[config.mk]
export PLATFORM = sky130hd
export DESIGN_NAME = rtc_shadow_bank
export DESIGN_NICKNAME = d
export VERILOG_FILES = /design/src/rtl/rtc_shadow_pkg.sv /design/src/rtl/rtc_shadow_ctrl.sv /design/src/rtl/rtc_shadow_datapath.sv /design/src/rtl/rtc_shadow_bank.sv
export SDC_FILE = /design/constraint.sdc
export NUM_CORES = 1
export LEC_CHECK = 0
export BUFFER_PORTS_ARGS = -buffer_cell sky130_fd_sc_hd__buf_2
export CAP_MARGIN = 20
export CORE_MARGIN = 3
export CORE_UTILIZATION = 40
export CTS_CLUSTER_DIAMETER = 40
export DETAILED_ROUTE_END_ITERATION = 10
export GPL_TIMING_DRIVEN = 1
export SYNTH_ARGS = -nofsm -noshare
export SYNTH_HDL_FRONTEND = slang
export SYNTH_SLANG_ARGS = --single-unit
[constraint.sdc]
create_clock -name clk -period 3.9 [get_ports clk]
set_clock_uncertainty 0.1 [all_clocks]
set_input_delay 0.195 -clock clk [delete_from_list [all_inputs] [get_ports clk]]
set_output_delay 0.195 -clock clk [all_outputs]
set_load 0.05 [all_outputs]
[src/rtl/rtc_shadow_pkg.sv]
package rtc_shadow_pkg;
  parameter int ADDR_W = 5;

  typedef enum logic [1:0] {
    RD_ZERO = 2'd0,
    RD_TIME = 2'd1,
    RD_CTRL = 2'd2,
    RD_RAM  = 2'd3
  } rdSel_e;

  typedef struct packed {
    logic              snapshot;
    logic              commit;
    logic              timeWr;
    logic              ctrlWr;
    logic              ramWr;
    logic              rdEn;
    rdSel_e            rdSel;
    logic [ADDR_W-1:0] idx;
  } strobe_t;
endpackage

[src/rtl/rtc_shadow_ctrl.sv]
module rtc_shadow_ctrl
  import rtc_shadow_pkg::*;
#(
  parameter int TIME_REGS = 7,
  parameter int RAM_BYTES = 31
) (
  input  logic              clk,
  input  logic              rst_n,
  input  logic              ce,
  input  logic              accessValid,
  input  logic              accessWrite,
  input  logic              accessRam,
  input  logic              accessBurst,
  input  logic [ADDR_W-1:0] accessAddr,
  input  logic              wpBit,
  output strobe_t           strobes
);
  localparam int CTRL_IDX = TIME_REGS;
  localparam int RAM_LAST = RAM_BYTES - 1;

  logic              cePrev;
  logic [ADDR_W-1:0] burstPtr;
  logic [ADDR_W-1:0] effAddr;
  logic              accOk;
  logic              ceRise;
  logic              ceFall;

  assign ceRise  = ce & ~cePrev;
  assign ceFall  = ~ce & cePrev;
  assign accOk   = accessValid & ce & cePrev;
  assign effAddr = accessBurst ? burstPtr : accessAddr;

  always_ff @(posedge clk) begin
    if (!rst_n) begin
      cePrev   <= 1'b0;
      burstPtr <= '0;
    end else begin
      cePrev <= ce;
      if (ceRise) begin
        burstPtr <= '0;
      end else if (accOk && accessBurst) begin
        if (accessRam) begin
          burstPtr <= (int'(burstPtr) >= RAM_LAST) ? '0 : burstPtr + 1'b1;
        end else begin
          burstPtr <= (int'(burstPtr) >= CTRL_IDX) ? '0 : burstPtr + 1'b1;
        end
      end
    end
  end

  always_comb begin
    strobes          = '0;
    strobes.snapshot = ceRise;
    strobes.commit   = ceFall;
    strobes.idx      = effAddr;
    strobes.rdEn     = accOk & ~accessWrite;
    strobes.rdSel    = RD_ZERO;
    if (!accessRam) begin
      if (int'(effAddr) < TIME_REGS) begin
        strobes.rdSel  = RD_TIME;
        strobes.timeWr = accOk & accessWrite & ~wpBit;
      end else if (int'(effAddr) == CTRL_IDX) begin
        strobes.rdSel  = RD_CTRL;
        strobes.ctrlWr = accOk & accessWrite;
      end
    end else if (int'(effAddr) < RAM_BYTES) begin
      strobes.rdSel = RD_RAM;
      strobes.ramWr = accOk & accessWrite & ~wpBit;
    end
  end
endmodule

[src/rtl/rtc_shadow_datapath.sv]
module rtc_shadow_datapath
  import rtc_shadow_pkg::*;
#(
  parameter int DATA_W    = 8,
  parameter int TIME_REGS = 7,
  parameter int RAM_BYTES = 31
) (
  input  logic                        clk,
  input  logic                        rst_n,
  input  strobe_t                     strobes,
  input  logic [DATA_W-1:0]           wrData,
  input  logic [TIME_REGS*DATA_W-1:0] liveTime,
  output logic                        wpBit,
  output logic [DATA_W-1:0]           rdData,
  output logic                        rdValid,
  output logic [TIME_REGS-1:0]        commitValid,
  output logic [TIME_REGS*DATA_W-1:0] commitData,
  output logic                        prescalerReset
);
  localparam int IDX_W  = $clog2(TIME_REGS);
  localparam int RAM_AW = $clog2(RAM_BYTES);

  logic [DATA_W-1:0]    timeBuf [TIME_REGS];
  logic [DATA_W-1:0]    ramMem  [RAM_BYTES];
  logic [TIME_REGS-1:0] dirty;
  logic [DATA_W-1:0]    rdNext;
  logic [TIME_REGS*DATA_W-1:0] bufFlat;

  for (genvar k = 0; k < TIME_REGS; k++) begin : g_flat
    assign bufFlat[k*DATA_W +: DATA_W] = timeBuf[k];
  end

  always_ff @(posedge clk) begin
    if (!rst_n) begin
      for (int k = 0; k < TIME_REGS; k++) timeBuf[k] <= '0;
      dirty <= '0;
    end else if (strobes.snapshot) begin
      for (int k = 0; k < TIME_REGS; k++) timeBuf[k] <= liveTime[k*DATA_W +: DATA_W];
      dirty <= '0;
    end else if (strobes.commit) begin
      dirty <= '0;
    end else if (strobes.timeWr) begin
      timeBuf[strobes.idx[IDX_W-1:0]] <= wrData;
      dirty[strobes.idx[IDX_W-1:0]]   <= 1'b1;
    end
  end

  always_ff @(posedge clk) begin
    if (strobes.ramWr) ramMem[strobes.idx[RAM_AW-1:0]] <= wrData;
  end

  always_ff @(posedge clk) begin
    if (!rst_n) begin
      wpBit <= 1'b0;
    end else if (strobes.ctrlWr) begin
      wpBit <= wrData[DATA_W-1];
    end
  end

  always_comb begin
    unique case (strobes.rdSel)
      RD_TIME: rdNext = timeBuf[strobes.idx[IDX_W-1:0]];
      RD_CTRL: rdNext = {wpBit, {(DATA_W-1){1'b0}}};
      RD_RAM:  rdNext = ramMem[strobes.idx[RAM_AW-1:0]];
      default: rdNext = '0;
    endcase
  end

  always_ff @(posedge clk) begin
    if (!rst_n) begin
      rdValid        <= 1'b0;
      rdData         <= '0;
      commitValid    <= '0;
      commitData     <= '0;
      prescalerReset <= 1'b0;
    end else begin
      rdValid <= strobes.rdEn;
      if (strobes.rdEn) rdData <= rdNext;
      if (strobes.commit) begin
        commitValid    <= dirty;
        commitData     <= bufFlat;
        prescalerReset <= dirty[0];
      end else begin
        commitValid    <= '0;
        prescalerReset <= 1'b0;
      end
    end
  end
endmodule

[src/rtl/rtc_shadow_bank.sv]
module rtc_shadow_bank
  import rtc_shadow_pkg::*;
#(
  parameter int DATA_W    = 8,
  parameter int TIME_REGS = 7,
  parameter int RAM_BYTES = 31
) (
  input  logic                        clk,
  input  logic                        rst_n,
  input  logic                        ce,
  input  logic                        accessValid,
  input  logic                        accessWrite,
  input  logic                        accessRam,
  input  logic                        accessBurst,
  input  logic [ADDR_W-1:0]           accessAddr,
  input  logic [DATA_W-1:0]           wrData,
  output logic [DATA_W-1:0]           rdData,
  output logic                        rdValid,
  input  logic [TIME_REGS*DATA_W-1:0] liveTime,
  output logic [TIME_REGS-1:0]        commitValid,
  output logic [TIME_REGS*DATA_W-1:0] commitData,
  output logic                        prescalerReset
);
  strobe_t strobes;
  logic    wpBit;

  rtc_shadow_ctrl #(
    .TIME_REGS(TIME_REGS),
    .RAM_BYTES(RAM_BYTES)
  ) u_ctrl (
    .clk(clk), .rst_n(rst_n), .ce(ce),
    .accessValid(accessValid), .accessWrite(accessWrite),
    .accessRam(accessRam), .accessBurst(accessBurst),
    .accessAddr(accessAddr), .wpBit(wpBit), .strobes(strobes)
  );

  rtc_shadow_datapath #(
    .DATA_W(DATA_W),
    .TIME_REGS(TIME_REGS),
    .RAM_BYTES(RAM_BYTES)
  ) u_dp (
    .clk(clk), .rst_n(rst_n), .strobes(strobes), .wrData(wrData),
    .liveTime(liveTime), .wpBit(wpBit), .rdData(rdData), .rdValid(rdValid),
    .commitValid(commitValid), .commitData(commitData),
    .prescalerReset(prescalerReset)
  );
endmodule

==> run metrics, run 1 <==
CP startpoint kind flip-flop; Final #Nets 1,432; Max Freq about 320 MHz; area leader, netlist edfxtp_1; synthesized net count roughly 1,200; Cell Area, Synth around 0.016 mm^2; RSZ-0062 raised after global routing no; status finished clean; Yosys top cell area share 57.52%; maximum clock path buffer count 3; max-cap violation count 0; Peak VDD IR 0.2877 mV; # setup viols final 0; hold_ws 0.07290 ns; Die H 205.5 um; Placeable Area 0.03901 mm^2; final period utilization 79.36%; Slew Limit Fails 0; Final ANT Viol Nets 0; GRT Total Usage ~24%; area growth from synthesis to layout 23.10%; cts repair resizes 0; Die ar. 0.04224 mm^2; worst path bufs/invs 1; fraction of layout cells with a size suffix above 1 around a quarter; Initial Utilization approximately two fifths; drt drc 0; Seq/Total Area, Yosys 68.33%; #FFs+latches synth about 390; worst hold stages 5; port buffer count approximately 150; worst r2r path cells 7; asr flop ratio synth 0%; library cells used by synthesis 91; Syn. warnings 0; n_diodes 0; Top cell by count, worst path nor2_1; Sink Count 391; Worst-Skew Late Latency 0.58 ns; H-tree depth 2; vias in the first global route 11,146; Core Rows 72; post-layout min period 3.095 ns; CP peak stage delay 0.59 ns; Clock transition at path regs 0.06 ns; cell area power density approximately 510 mW/mm^2; vias per cell 5.909; grt ovf 0; antenna violations before repair 1; main area contributors after synthesis edfxtp_1, dfxtp_1, a22o_1, o22ai_1, nand2_1; Worst path depth 7; Leakage 0.007098 uW; top_reg_cell synth edfxtp_1; Worst-Margin Slew 1.105 ns; post-DP HPWL approximately 34,000 um; wire length per cell around 27 um; critical path's slowest cell nor2_1; Detailed Routing Iterations Pass 1 5; clock root cell clkbuf_16; Initial DRC Count 1,098; critical path class reg -> reg; Rel. slew slack approximately a quarter; setup total negative slack 0 ns; EDFF count, synth 305; first-pass GRT wire length between 70,000 and 80,000 um; cells after synthesis 1,132; final hold violation count 0; fill count about 3,300; Crit Path Max Fanout 19; via count 11,298; Syn Area/Cell 14.07 um^2; Placer Congestion 0.9146; crit path cell chain buf_4 -> and3_1 -> nor2_4 -> o21ai_0 -> nor2_1 -> nand2_1 -> nor2_1; Ports 149; Num CTS Buffers 49; delay-heaviest family, CP simple AND/OR/NAND/NOR gates; WP data required 3.99 ns; die width 205.5 um; CP Data Arrival Time 3.19 ns; Hold Path Class in -> reg; Worst setup EP type flip-flop; CTS tree done; final WL between 50,000 and 60,000 um; pin count of the biggest net entering global routing 57; Post-CTS Setup Inserts 0
-- worst paths after layout --
kind	startpoint	slack, ns	to
min	accessWrite	0.07	u_dp.wpBit
max	u_ctrl.burstPtr[1]	0.80	u_dp.ramMem[21][3]
max reg2reg	u_ctrl.burstPtr[1]	0.80	u_dp.ramMem[21][3]
min reg2reg	u_dp.dirty[5]	0.36	u_dp.dirty[5]
-- layout make-up --
| type | instances | area [um^2] | area share [%] |
|---|---|---|---|
| sequential | 391 | 10880 | 55.50 |
| multi-input combinational | 661 | 4638 | 23.66 |
| timing repair buffer | 246 | 1687 | 8.604 |
| clock buffer | 58 | 1334 | 6.804 |
| tap | 518 | 648.1 | 3.306 |
| clock inverter | 33 | 396.6 | 2.023 |
| inverter | 5 | 18.77 | 0.09574 |
-- layer usage --
metal / vias to the layer above / track usage (%) / part of all wire (%)
met4: 0 / 10.40 / 4.3
met1: 5576 / 32.00 / 40
met2: 644 / 38.86 / 47
met5: - / 0 / 0
li1: 4940 / - / -
met3: 138 / 4.778 / 8.8
-- cell usage in the layout (no fill, tap or decap), types with 12 or more instances in the layout --
cell / Yosys / routed
edfxtp_1: 305 / 305
buf_2: 20 / 148
a22o_1: 104 / 104
dfxtp_1: 86 / 86
nand2_1: 79 / 79
nor2_1: 62 / 60
dlygate4sd3_1: 0 / 59
o22ai_1: 52 / 52
clkbuf_16: 0 / 52
o21ai_0: 49 / 49
buf_4: 9 / 34
nand3_1: 30 / 30
a21oi_1: 27 / 27
nor3_1: 24 / 24
mux2i_1: 14 / 14
mux4_2: 13 / 13
and2_1: 13 / 12
-- power by group --
part	leakage, uW	internal (uW)	switching (uW)
clock	0.000845	2890	1840
sequential	0.00354	4560	59.1
combinational	0.00271	221	443
-- timing repair --
item | 4_1_cts | 5_1_grt
setup endpoints to repair | 0 | 0
hold buffers | 59 | 0
hold endpoints to repair | 59 | 0
-- registers in the layout, summed over array words and instances, names as in the netlist --
| register | count |
|---|---|
| u_ctrl.cePrev | 1 |
| u_dp.rdValid | 1 |
| u_dp.timeBuf | 57 |
| u_dp.rdData | 8 |
| u_ctrl.burstPtr | 5 |
| u_dp.commitValid | 7 |
| u_dp.ramMem | 248 |
| u_dp.commitData | 56 |
| u_dp.dirty | 7 |
| u_dp.wpBit | 1 |
-- cell families after synthesis --
family          count (synthesis)  share of synthesized area, %
flops                         391                         68.33
compound gates                330                         15.24
simple gates                  290                         9.665
other cells                     1                       0.02355
fa+ha+maj                       2                        0.1571
mux                            38                         3.889
buf+inv                        80                         2.703
-- worst min-delay path, stage by stage --
cell and delay, ns:
buf_2 0.12, nand4_1 0.12, nor4_1 0.08, mux2i_1 0.12
nor2_1 0.07
-- synthesized netlist by cell type (8+ instances only) --
cell	count
buf_4	9
edfxtp_1	305
and3_1	8
dfxtp_1	86
and2_1	13
a21oi_1	27
mux2i_1	14
nand2b_1	8
nand2_2	9
nand3_1	30
nand4_1	9
a22o_1	104
buf_2	20
clkbuf_1	34
o21ai_0	49
o21ai_2	8
a31oi_1	10
o22ai_1	52
nor3_1	24
nand2_1	79
nor2_1	62
mux4_2	13
-- per-stage QoR --
stage | total power (uW) | util [%] | worst slack (ns) | std cells | cell area [um^2]
after floorplan | 5013 | - | 1.226 | 1132 | 15920
after global placement | 5302 | 44.20 | 0.9143 | 1760 | 17240
after detailed placement | 5304 | 44.20 | 0.8367 | 1760 | 17240
after CTS | 10040 | 50.15 | 0.8202 | 1910 | 19560
after global routing | 10260 | 50.25 | 0.5726 | 1912 | 19600
final | 10010 | 50.25 | 0.8048 | 1912 | 19600
(Power assumes the default switching activity.)
==> run 2, diff against run 1 <==
==> constraint.sdc (replaced) <==
create_clock -name clk -period 3 [get_ports clk]
set_clock_uncertainty 0.1 [all_clocks]
set_input_delay 0.15 -clock clk [delete_from_list [all_inputs] [get_ports clk]]
set_output_delay 0.15 -clock clk [all_outputs]
set_load 0.05 [all_outputs]
==> run 2 against run 1 <==
Final area up 2.0%. Final cell count up 2.1%. Critical path depth unchanged. Register-to-register slack worse by 0.57 ns. Sequential share of layout area down 1.1 points. Combinational power up 32%. Core utilization up 1.0 points. Largest power group unchanged.
==> run metrics, run 2 (synthesized netlist as in run 1, its figures left out) <==
antenna violations before repair 0; vias in the first global route 11,047; Final #Nets about 1,500; most frequent cells in the layout edfxtp_1, buf_2, a22o_1, dfxtp_1, nand2_1; H-tree depth 2; Multi-input gate area approximately 0.0046 mm^2; Slew Limit Fails 0; Die ar. 0.04224 mm^2; wire length per cell 25.57 um; post-DP HPWL approximately 34,000 um; drt drc 0; Crit Path Max Fanout 15; post-layout min period 2.769 ns; dpl cell area 0.01755 mm^2; CP startpoint kind flip-flop; Worst setup EP type flip-flop; Sink Count 391; Worst-Skew Late Latency 0.59 ns; die width between 200 and 250 um; Worst-Margin Slew roughly 1.0 ns; final period utilization 92.29%; Placeable Area 0.03901 mm^2; max-cap violation count 0; fill count 3,254; CP Data Arrival Time around 3.2 ns; Rel. slew slack 31.92%; Largest register FFs 248; vias per cell 5.844; Max Freq approximately 360 MHz; Tot Pwr 13,290 uW; # setup viols final 0; Die H 205.5 um; cell area power density about 660 mW/mm^2; Num CTS Buffers 53; Peak VDD IR 0.3800 mV; n_diodes 0; Final Core Density 51.27%; first-pass GRT wire length 73,260 um; Placer Congestion ~0.95; final hold violation count 0; commonest non-fill, non-tap cell in the layout edfxtp_1; Clock transition at path regs 0.06 ns; Initial Utilization 40.82%; maximum clock path buffer count 3; Core Rows 72; via count about 11,000; Final ANT Viol Nets 0; CTS tree done; RSZ-0062 raised after global routing no; Leakage 0.007334 uW; Storage cell area about 0.011 mm^2; GRT Total Usage 23.49%; grt ovf 0; Worst R2R Setup Slack 0.23 ns; Ports 149; Detailed Routing Iterations Pass 1 5; pin count of the biggest net entering global routing 57; area growth from synthesis to layout 25.59%; status finished clean; hold_ws 0.07441 ns; final WL approximately 50,000 um; port buffer count 148; fraction of layout cells with a size suffix above 1 26.48%; critical path class reg -> reg; Initial DRC Count 1,182; setup total negative slack 0 ns; fin area 0.02000 mm^2; WP data required 3.39 ns; Hold Path Class in -> reg; clock root cell clkbuf_16
run 2: changes by cell type in the layout (fill, tap and decap cells not counted), moves of 2 or more:
cell,before,now
buf_4,34,62
inv_6,4,11
buf_12,5,8
clkbuf_16,52,55
clkinv_2,6,4
dlygate4sd3_1,59,61
run 2: worst paths after layout:
kind / startpoint / endpoint / cells after the start
max: u_ctrl.burstPtr[1] / u_dp.rdData[5] / 7
min: accessValid / u_dp.wpBit / 5
max reg2reg: u_ctrl.burstPtr[1] / u_dp.rdData[5] / 7
min reg2reg: u_dp.dirty[6] / u_dp.dirty[6] / 1
run 2: per-layer routing:
layer / part of all wire (%) / global-route usage (%)
met5: 0 / 0
met4: 3.2 / 8.055
met3: 8.6 / 4.493
met2: 48 / 37.94
met1: 41 / 31.97
run 2: area by class of cell:
type	count	area share (%)
Clock buffer	61	6.994
Sequential cell	391	54.40
Inverter	5	0.09384
Tap cell	518	3.241
Timing Repair Buffer	279	9.885
Multi-Input combinational cell	661	23.23
Clock inverter	38	2.152
run 2: power by group:
part	internal, uW	switching, uW
combinational	305	570
clock	3930	2480
sequential	5920	76.0
run 2: timing repair:
item,in CTS,in global routing
buffers inserted,0,0
hold endpoints to repair,61,0
endpoints found under the setup margin,0,1
hold buffers,61,0
gates resized for setup,0,1
run 2: worst max-delay path, stage by stage (launching register included):
cell	delay, ns
dfxtp_1	0.45
mux2_4	0.43
nand2_1	0.16
buf_4	0.31
o22ai_1	0.14
o21ai_0	0.55
nand4b_1	0.27
o31ai_1	0.27
run 2: metrics by stage:
stage,setup slack (ns),instances
floorplan,0.3262,1132
global placement,0.1939,1793
detailed placement,0.1800,1793
CTS,0.1548,1953
global route,0.1003,1953
finish,0.2312,1953
